File: config.mk
export PLATFORM = sky130hd
export DESIGN_NAME = enc_pos_counter
export DESIGN_NICKNAME = d
export VERILOG_FILES = /design/src/rtl/enc_pkg.sv /design/src/rtl/enc_sync.sv /design/src/rtl/enc_edge_decode.sv /design/src/rtl/enc_pos_step.sv /design/src/rtl/enc_pos_counter.sv
export SDC_FILE = /design/constraint.sdc
export NUM_CORES = 1
export LEC_CHECK = 0
export BUFFER_PORTS_ARGS = -buffer_cell sky130_fd_sc_hd__buf_4
export CAP_MARGIN = 20
export CORE_UTILIZATION = 42
export DETAILED_ROUTE_END_ITERATION = 8
export PLACE_DENSITY = 0.66
export SYNTH_ARGS = -nofsm -noshare
export SYNTH_HDL_FRONTEND = slang
export SYNTH_HIERARCHICAL = 1
export SYNTH_SLANG_ARGS = --single-unit
File: constraint.sdc
create_clock -name clk -period 4.15 [get_ports clk]
set_clock_uncertainty 0.05 [all_clocks]
set_input_delay 0.2075 -clock clk [delete_from_list [all_inputs] [get_ports clk]]
set_output_delay 0.2075 -clock clk [all_outputs]
set_load 0.02 [all_outputs]
File: src/rtl/enc_pkg.sv
package enc_pkg;
    typedef enum logic [1:0] {
        MODE_QUAD   = 2'b00,
        MODE_DIRCNT = 2'b01,
        MODE_UP     = 2'b10,
        MODE_DOWN   = 2'b11
    } cnt_mode_e;

    localparam int ADDR_W = 3;
    localparam logic [ADDR_W-1:0] A_POS  = 3'd0;
    localparam logic [ADDR_W-1:0] A_MAX  = 3'd1;
    localparam logic [ADDR_W-1:0] A_DEC  = 3'd2;
    localparam logic [ADDR_W-1:0] A_CTL  = 3'd3;
    localparam logic [ADDR_W-1:0] A_STS  = 3'd4;
    localparam logic [ADDR_W-1:0] A_IEN  = 3'd5;
    localparam logic [ADDR_W-1:0] A_FLG  = 3'd6;
    localparam logic [ADDR_W-1:0] A_CLR  = 3'd7;

    localparam int FLAG_W   = 7;
    localparam int BIT_OVF  = 6;
    localparam int BIT_UNF  = 5;
    localparam int BIT_DCH  = 3;
    localparam int BIT_GLB  = 0;
    localparam logic [FLAG_W-1:0] EV_MASK = 7'b110_1000;

    localparam int DEC_MODE_LSB = 14;
    localparam int DEC_BOTH     = 11;
    localparam int CTL_EN       = 3;
    localparam int STS_DIR      = 5;

    // Position of a {A,B} pair along the forward Gray sequence.
    function automatic logic [1:0] gray_step(input logic a, input logic b);
        case ({a, b})
            2'b00:   gray_step = 2'd0;
            2'b10:   gray_step = 2'd1;
            2'b11:   gray_step = 2'd2;
            default: gray_step = 2'd3;
        endcase
    endfunction
endpackage

File: src/rtl/enc_sync.sv
module enc_sync #(
    parameter int WIDTH  = 2,
    parameter int STAGES = 2
) (
    input  logic             clk,
    input  logic             rst_n,
    input  logic [WIDTH-1:0] d,
    output logic [WIDTH-1:0] q
);
    logic [WIDTH-1:0] stg_q [STAGES];

    for (genvar i = 0; i < STAGES; i++) begin : g_stage
        logic [WIDTH-1:0] stg_d;
        if (i == 0) begin : g_first
            assign stg_d = d;
        end else begin : g_next
            assign stg_d = stg_q[i-1];
        end
        always_ff @(posedge clk) begin
            if (!rst_n) stg_q[i] <= '0;
            else        stg_q[i] <= stg_d;
        end
    end

    assign q = stg_q[STAGES-1];
endmodule

File: src/rtl/enc_edge_decode.sv
module enc_edge_decode
    import enc_pkg::*;
(
    input  logic      clk,
    input  logic      rst_n,
    input  logic      a,
    input  logic      b,
    input  cnt_mode_e mode,
    input  logic      both_edge,
    output logic      evt,
    output logic      up
);
    typedef struct packed {
        logic a;
        logic b;
    } prev_t;

    prev_t      prev_d, prev_q;
    logic [1:0] step_diff;
    logic       rise_a, fall_a;

    always_comb begin
        prev_d    = '{a: a, b: b};
        step_diff = gray_step(a, b) - gray_step(prev_q.a, prev_q.b);
        rise_a    = a & ~prev_q.a;
        fall_a    = ~a & prev_q.a;
        evt       = 1'b0;
        up        = 1'b1;
        case (mode)
            MODE_QUAD: begin
                // diff 2 means both lines moved: illegal, dropped
                evt = (step_diff == 2'd1) || (step_diff == 2'd3);
                up  = (step_diff == 2'd1);
            end
            MODE_DIRCNT: begin
                evt = rise_a;
                up  = b;
            end
            MODE_UP: begin
                evt = rise_a | (both_edge & fall_a);
                up  = 1'b1;
            end
            default: begin
                evt = rise_a | (both_edge & fall_a);
                up  = 1'b0;
            end
        endcase
    end

    always_ff @(posedge clk) begin
        if (!rst_n) prev_q <= '0;
        else        prev_q <= prev_d;
    end
endmodule

File: src/rtl/enc_pos_step.sv
module enc_pos_step #(
    parameter int DATA_W = 32
) (
    input  logic [DATA_W-1:0] pos,
    input  logic [DATA_W-1:0] ceil,
    input  logic              take,
    input  logic              up,
    output logic [DATA_W-1:0] pos_next,
    output logic              ovf,
    output logic              unf
);
    always_comb begin
        pos_next = pos;
        ovf      = 1'b0;
        unf      = 1'b0;
        if (take) begin
            if (up) begin
                if (pos >= ceil) begin
                    pos_next = '0;
                    ovf      = 1'b1;
                end else begin
                    pos_next = pos + 1'b1;
                end
            end else begin
                if (pos == '0) begin
                    pos_next = ceil;
                    unf      = 1'b1;
                end else begin
                    pos_next = pos - 1'b1;
                end
            end
        end
    end
endmodule

File: src/rtl/enc_pos_counter.sv
module enc_pos_counter
    import enc_pkg::*;
#(
    parameter int DATA_W      = 32,
    parameter int SYNC_STAGES = 2
) (
    input  logic              clk,
    input  logic              rst_n,
    input  logic              enc_a,
    input  logic              enc_b,
    input  logic              reg_we,
    input  logic [ADDR_W-1:0] reg_addr,
    input  logic [DATA_W-1:0] reg_wdata,
    output logic [DATA_W-1:0] reg_rdata,
    output logic              irq
);
    typedef struct packed {
        logic [DATA_W-1:0] pos;
        logic [DATA_W-1:0] ceil;
        cnt_mode_e         mode;
        logic              both;
        logic              en;
        logic              dir;
        logic [FLAG_W-1:0] ien;
        logic [FLAG_W-1:0] flg;
    } state_t;

    state_t            st_d, st_q;
    logic [1:0]        ab_sync;
    logic              cnt_evt, cnt_up, take;
    logic              pos_wr;
    logic [DATA_W-1:0] step_pos;
    logic              step_ovf, step_unf;
    logic [FLAG_W-1:0] ev_bits;

    // plain views for the bound checker
    logic [DATA_W-1:0] pos_q, max_q;
    logic              en_q;
    logic [FLAG_W-1:0] flags_q, ie_q;

    enc_sync #(.WIDTH(2), .STAGES(SYNC_STAGES)) sync_i (
        .clk  (clk),
        .rst_n(rst_n),
        .d    ({enc_a, enc_b}),
        .q    (ab_sync)
    );

    enc_edge_decode dec_i (
        .clk      (clk),
        .rst_n    (rst_n),
        .a        (ab_sync[1]),
        .b        (ab_sync[0]),
        .mode     (st_q.mode),
        .both_edge(st_q.both),
        .evt      (cnt_evt),
        .up       (cnt_up)
    );

    assign pos_wr = reg_we && (reg_addr == A_POS);
    assign take   = cnt_evt && st_q.en && !pos_wr;

    enc_pos_step #(.DATA_W(DATA_W)) step_i (
        .pos     (st_q.pos),
        .ceil    (st_q.ceil),
        .take    (take),
        .up      (cnt_up),
        .pos_next(step_pos),
        .ovf     (step_ovf),
        .unf     (step_unf)
    );

    always_comb begin
        st_d    = st_q;
        ev_bits = '0;

        if (pos_wr) begin
            if (reg_wdata <= st_q.ceil) st_d.pos = reg_wdata;
        end else begin
            st_d.pos = step_pos;
        end

        if (take) begin
            st_d.dir         = cnt_up;
            ev_bits[BIT_DCH] = (cnt_up != st_q.dir);
        end
        ev_bits[BIT_OVF] = step_ovf;
        ev_bits[BIT_UNF] = step_unf;

        if (reg_we) begin
            case (reg_addr)
                A_MAX: st_d.ceil = reg_wdata;
                A_DEC: begin
                    st_d.mode = cnt_mode_e'(reg_wdata[DEC_MODE_LSB +: 2]);
                    st_d.both = reg_wdata[DEC_BOTH];
                end
                A_CTL: st_d.en  = reg_wdata[CTL_EN];
                A_IEN: st_d.ien = reg_wdata[FLAG_W-1:0] & EV_MASK;
                A_CLR: st_d.flg = st_q.flg & ~reg_wdata[FLAG_W-1:0];
                default: ;
            endcase
        end

        // a new event wins over a clear in the same cycle
        st_d.flg = st_d.flg | ev_bits;
        if (|(ev_bits & st_q.ien)) st_d.flg[BIT_GLB] = 1'b1;
    end

    always_ff @(posedge clk) begin
        if (!rst_n) begin
            st_q      <= '0;
            st_q.ceil <= '1;
            st_q.mode <= MODE_QUAD;
            st_q.dir  <= 1'b1;
        end else begin
            st_q <= st_d;
        end
    end

    always_comb begin
        reg_rdata = '0;
        case (reg_addr)
            A_POS: reg_rdata = st_q.pos;
            A_MAX: reg_rdata = st_q.ceil;
            A_DEC: begin
                reg_rdata[DEC_MODE_LSB +: 2] = st_q.mode;
                reg_rdata[DEC_BOTH]          = st_q.both;
            end
            A_CTL: reg_rdata[CTL_EN]   = st_q.en;
            A_STS: reg_rdata[STS_DIR]  = st_q.dir;
            A_IEN: reg_rdata[FLAG_W-1:0] = st_q.ien;
            A_FLG: reg_rdata[FLAG_W-1:0] = st_q.flg;
            default: ;
        endcase
    end

    assign irq     = st_q.flg[BIT_GLB] && |(st_q.flg & st_q.ien & EV_MASK);
    assign pos_q   = st_q.pos;
    assign max_q   = st_q.ceil;
    assign en_q    = st_q.en;
    assign flags_q = st_q.flg;
    assign ie_q    = st_q.ien;
endmodule

==> impl_metrics.csv, run 1 <==
group,metric,value,unit
clock_tree,clockBufferDepth,2,
final_layout,final_cells,1369,
synth,synthTopCellsByArea,"dfxtp_1 (21%), ha_1 (11%), mux2i_1 (7.2%)",
synth,ys_seq_area_share,21.0,%
synth,synthArstFlopShare,0,%
floorplan,die_w,141,um
job,drv_cap,0,
critical_path,crit_required,4360,ps
synth,yosys.area.top_type,"dfxtp_1",
clock_tree,cts_sinks,85,
critical_path,endpoint_kind,"flop",
sta,setup_viol,0,
detailed_routing,drc,0,
clock_tree,cts_tree,"done",
grt,grt_pass1_wl,42200,um
synth,synthFlopType,"dfxtp_1",
place,dp.cells,1351,
synth,ys_types,70,
sta,slew_headroom,32.2,%
pwr,fin_total_pwr,2.51,mW
detailed_routing,num_vias,8447,
sta,fin_crit_sh,90.8,%
critical_path,cp-start-kind,"flop",
synth,synth_seq_cells,85,
clock_tree,root_buffer,"clkbuf_16",
final_layout,layout_commonest_cell,"buf_4",
pwr,power.density,271,nW/um^2
sta,tns,0,ps
final_layout,n_fill_cell,1857,
sta,rsz0062_at_grt,"false",
clock_tree,htreeDepth,3,
clock_tree,cts_made_buffers,9,
floorplan,initial_core_util,43.1,%
synth,syn_avg_cell_area,7.69,um^2
critical_path,timing.critical_path.fanout_max,4,
detailed_routing,drtAntennaViolNets,0,
detailed_routing,dr.pass1.iters,6,
sta,hold_viol,0,
synth,synth-edff-count,0,
final_layout,layout-area-overhead-vs-synth,14.0,%
sta,tightest_slew,1010,ps
final_layout,postLayoutCoreUtil,49.1,%
floorplan,rows,50,
floorplan,die-area,19900,um^2
hold_path,holdCritPathClass,"in2reg",
synth,synth_nets,1168,
synth,ys.warnings.count,6,
grt,grt_overflow,0,
final_layout,drive_gt1_share,15.4,%
floorplan,fp.coreArea,18800,um^2
grt,grt_pass1_vias,7804,
detailed_routing,wirelength,26400,um
clock_tree,clk_latency,360,ps
final_layout,mostFrequentLayoutCells,"buf_4 (118), nand2_1 (97), a21oi_1 (87)",
critical_path,arrival,3980,ps
floorplan,pin_count,73,
pwr,p_leak,4.43,nW
grt,grt_max_degree,63,
clock_tree,clk_pin_slew,70,ps
floorplan,die_h,141,um
critical_path,rrSetupSlack,380,ps
sta,layout_min_cycle_time,3770,ps
grt,grt_use_total,26.8,%
place,gp_congestion,0.935,
synth,netlist_area,8120,um^2
final_layout,final_nets,1216,
detailed_routing,wl_per_cell,19.3,um
detailed_routing,vias_per_cell,6.17,
detailed_routing,drtIter0Drc,1047,
critical_path,worstSetupPathType,"reg2reg",
place,dp_hpwl,18600,um
outcome,outcome,"completed",
synth,synth_top_area_share,21.0,%
final_layout,num_antenna_cells,0,
grt,antenna_found_initial,0,
sta,final_max_slew_viol_count,0,
sta,fmax,265,MHz
clock_tree,postCtsSetupBuffers,0,
pwr,ir_drop,0.192,mV
synth,synth_cells,1056,
place,io_buffers,72,
-- kinds of logic (layout without fill, tap and decap cells) --
| group | after synthesis | count (layout) | synth area share, % |
|---|---|---|---|
| flops | 85 | 85 | 21.0 |
| mux | 58 | 58 | 7.15 |
| compound gates | 317 | 317 | 28.7 |
| simple gates | 334 | 334 | 20.9 |
| fa+ha+maj | 72 | 72 | 11.1 |
| buf+inv | 170 | 223 | 9.02 |
| xor+xnor | 20 | 20 | 2.16 |
-- path summary, 6_finish.rpt --
check,startpoint,to,cells past startpoint
max,dec_i/prev_q[1]$_SDFF_PN0_,pos_q[24]$_SDFFE_PN0P_,13
min,reg_wdata[2],flags_q[2]$_SDFFE_PN0P_,2
max reg2reg,dec_i/prev_q[1]$_SDFF_PN0_,pos_q[24]$_SDFFE_PN0P_,13
min reg2reg,sync_i/stg_q[0][0]$_SDFF_PN0_,sync_i/stg_q[1][0]$_SDFF_PN0_,1
-- synth_stat cells (5+ instances only) --
library cell  instances
a21o_1                6
a22o_1               22
mux2i_1              58
buf_6                 7
o221ai_1             15
buf_2                15
dfxtp_1              85
and2_1               12
o31ai_1               6
buf_4                 6
nand4_1              24
a311oi_1             12
or3_1                 9
nor3_1               34
nand2_1              97
a31oi_1               5
a311oi_2             20
or4_1                 7
nor2b_1               9
ha_1                 72
o211ai_1             44
a21oi_1              87
nor2_1               69
nand3_1              23
xnor2_1              17
nor4_1               23
a41o_1                5
a221o_1               8
clkbuf_1             53
o21ai_0              45
inv_1                84
-- stage by stage --
step | setup WS, ps | cell area (um^2) | hold slack (ps)
6_report | 380 | 9250 | 4.16
5_1_grt | 145 | 9250 | 10.6
4_1_cts | 420 | 9230 | 3.79
3_5_place_dp | 441 | 8950 | 361
3_3_place_gp | 443 | 8950 | 358
2_1_floorplan | 890 | 8120 | 245
-- registers in the layout (all words and copies together), names as in the netlist --
signal and count:
pos_q 32, en_q 1, flags_q 7, st_q 4, sync_i/stg_q 4, ie_q 3
max_q 32, dec_i/prev_q 2
-- routing by layer --
layer	wire length (um)	global-route usage (%)
met5	0	0
met4	639	9.90
met3	1830	3.06
met2	11800	42.2
met1	12100	37.6
-- power by group --
group | switching, mW | leakage, nW | total (mW) | internal [mW]
Clock | 0.374 | 0.129 | 0.785 | 0.410
Sequential | 0.0331 | 0.691 | 0.876 | 0.843
Combinational | 0.523 | 3.61 | 0.847 | 0.324
-- final cells by class --
class,instances,area (um^2),area share (%)
inverters,87,327,3.53
clock inverters,6,46.3,0.500
clock buffers,10,229,2.47
well taps,260,325,3.52
repair buffers,120,916,9.90
flip-flops and latches,85,1700,18.4
multi-input cells,801,5710,61.7
-- what timing repair did --
item,4_1_cts,5_1_grt
endpoints found under the hold margin,1,0
resized for setup,0,0
hold buffers,1,0
-- critical path, stage by stage, from the launching register on --
cell,delay [ps]
dfxtp_1,370
inv_1,70
ha_1,280
inv_1,40
ha_1,280
o311ai_0,400
nand3_1,240
inv_1,160
clkinv_1,90
nor4_1,860
buf_4,280
a221o_1,170
mux2i_1,80
a311oi_1,280
Power figures use the tool's default switching activity.
==> run 2: changes to the inputs <==
--- a/config.mk
+++ b/config.mk
@@ -7,9 +7,9 @@
 export LEC_CHECK = 0
 export BUFFER_PORTS_ARGS = -buffer_cell sky130_fd_sc_hd__buf_4
 export CAP_MARGIN = 20
-export CORE_UTILIZATION = 42
+export CORE_UTILIZATION = 40
 export DETAILED_ROUTE_END_ITERATION = 8
-export PLACE_DENSITY = 0.66
+export PLACE_DENSITY = 0.63
 export SYNTH_ARGS = -nofsm -noshare
 export SYNTH_HDL_FRONTEND = slang
 export SYNTH_HIERARCHICAL = 1
==> impl_metrics.csv, run 2 (same netlist as run 1, synthesis figures left out) <==
group,metric,value,unit
sta,tns,0,ps
hold_path,holdCritPathClass,"in2reg",
final_layout,num_antenna_cells,0,
final_layout,final_cell_area,9230,um^2
critical_path,arrival,3990,ps
detailed_routing,drtAntennaViolNets,0,
critical_path,timing.critical_path.fanout_max,10,
sta,layout_min_cycle_time,3780,ps
clock_tree,clockBufferDepth,2,
clock_tree,cts_tree,"done",
grt,grt_max_degree,65,
sta,rsz0062_at_grt,"false",
clock_tree,root_buffer,"clkbuf_16",
grt,grt_use_total,26.0,%
detailed_routing,wirelength,26600,um
critical_path,cpMostUsedCell,"ha_1",
clock_tree,cts_sinks,85,
detailed_routing,vias_per_cell,6.08,
sta,hold_viol,0,
clock_tree,hold_buffers,0,
detailed_routing,wl_per_cell,19.5,um
pwr,ir_drop,0.252,mV
job,drv_cap,0,
final_layout,layout-area-overhead-vs-synth,13.7,%
critical_path,slowest_stage,"nor4_1",
critical_path,worstSetupPathType,"reg2reg",
pwr,p_leak,4.41,nW
floorplan,die-area,20900,um^2
detailed_routing,num_vias,8312,
critical_path,crit_chain,"inv_1 > ha_1 > ha_1 > or4_1 > a21oi_1 > nand4b_1 > clkinv_1 > nor4_1 > buf_4 > a221o_1 > mux2i_1 > a311oi_1",
place,placed_cell_area,8910,um^2
sta,slew_headroom,54.4,%
hold_path,min_path_cells,2,
place,dp_hpwl,18500,um
critical_path,crit_required,4360,ps
detailed_routing,drtIter0Drc,733,
final_layout,drive_gt1_share,15.0,%
outcome,outcome,"completed",
sta,fin_crit_sh,91.0,%
detailed_routing,drc,0,
final_layout,final_nets,1208,
place,dp.cells,1349,
clock_tree,postCtsSetupBuffers,0,
grt,grt_pass1_vias,7465,
grt,antenna_found_initial,0,
critical_path,endpoint_kind,"flop",
clock_tree,clk_latency,360,ps
sta,final_max_slew_viol_count,0,
floorplan,rows,51,
place,io_buffers,72,
final_layout,layout_commonest_cell,"buf_4",
detailed_routing,dr.pass1.iters,6,
clock_tree,cts_resized,0,
sta,tightest_slew,684,ps
sta,setup_viol,0,
pwr,power.density,278,nW/um^2
floorplan,die_w,144,um
grt,grt_overflow,0,
final_layout,mostFrequentLayoutCells,"buf_4 (110), nand2_1 (97), a21oi_1 (87)",
floorplan,fp.coreArea,19700,um^2
pwr,fin_total_pwr,2.56,mW
clock_tree,cts_made_buffers,9,
place,gp_congestion,0.911,
sta,fmax,265,MHz
final_layout,final_cells,1366,
critical_path,cpPeakStageDelay,640,ps
critical_path,reg2reg_depth,12,
floorplan,initial_core_util,41.3,%
floorplan,pin_count,73,
grt,grt_pass1_wl,41800,um
clock_tree,htreeDepth,3,
floorplan,die_h,144,um
clock_tree,clk_pin_slew,70,ps
critical_path,cp-start-kind,"flop",
run 2: report_power, final:
| part | internal, mW | total [mW] | leakage (nW) | switching [mW] |
|---|---|---|---|---|
| registers | 0.843 | 0.887 | 0.691 | 0.0441 |
| logic | 0.322 | 0.825 | 3.58 | 0.503 |
| clock network | 0.469 | 0.850 | 0.142 | 0.381 |
| total | 1.63 | 2.56 | 4.41 | 0.929 |
run 2: layout make-up:
| class | count | area (um^2) |
|---|---|---|
| Tap cell | 265 | 332 |
| Inverter | 87 | 327 |
| Timing Repair Buffer | 112 | 866 |
| Multi-Input combinational cell | 801 | 5710 |
| Clock inverter | 7 | 72.6 |
| Clock buffer | 9 | 225 |
| Fill cell | 2038 | 10400 |
| Sequential cell | 85 | 1700 |
run 2: metrics by stage:
step	setup slack [ps]	hold slack (ps)	utilization [%]
final	374	3.79	47.0
after floorplan	890	245	-
after global routing	169	18.2	47.0
after detailed placement	517	366	45.3
after CTS	449	0.0143	46.9
after global placement	538	363	45.3
run 2: worst paths after layout:
check	from	to	slack, ps
hold / removal	enc_a	sync_i/stg_q[0][1]$_SDFF_PN0_	4
setup / recovery	sync_i/stg_q[1][1]$_SDFF_PN0_	pos_q[22]$_SDFFE_PN0P_	370
setup reg to reg	sync_i/stg_q[1][1]$_SDFF_PN0_	pos_q[22]$_SDFFE_PN0P_	370
hold reg to reg	sync_i/stg_q[0][0]$_SDFF_PN0_	sync_i/stg_q[1][0]$_SDFF_PN0_	390
run 2: worst max-delay path: cells and delay by family (launching register included):
family | cells | cell delay, ps
flops | 1 | 370
compound gates | 3 | 590
mux | 1 | 70
fa+ha+maj | 2 | 600
buf+inv | 3 | 680
simple gates | 3 | 1310
run 2: layer usage:
metal | GRT usage [%] | share of wire, % | up-vias
met3 | 2.81 | 6.3 | 43
met1 | 37.5 | 47 | 3941
met2 | 39.7 | 45 | 318
li1 | - | - | 4010
met5 | 0 | 0 | -
met4 | 8.86 | 2.2 | 0
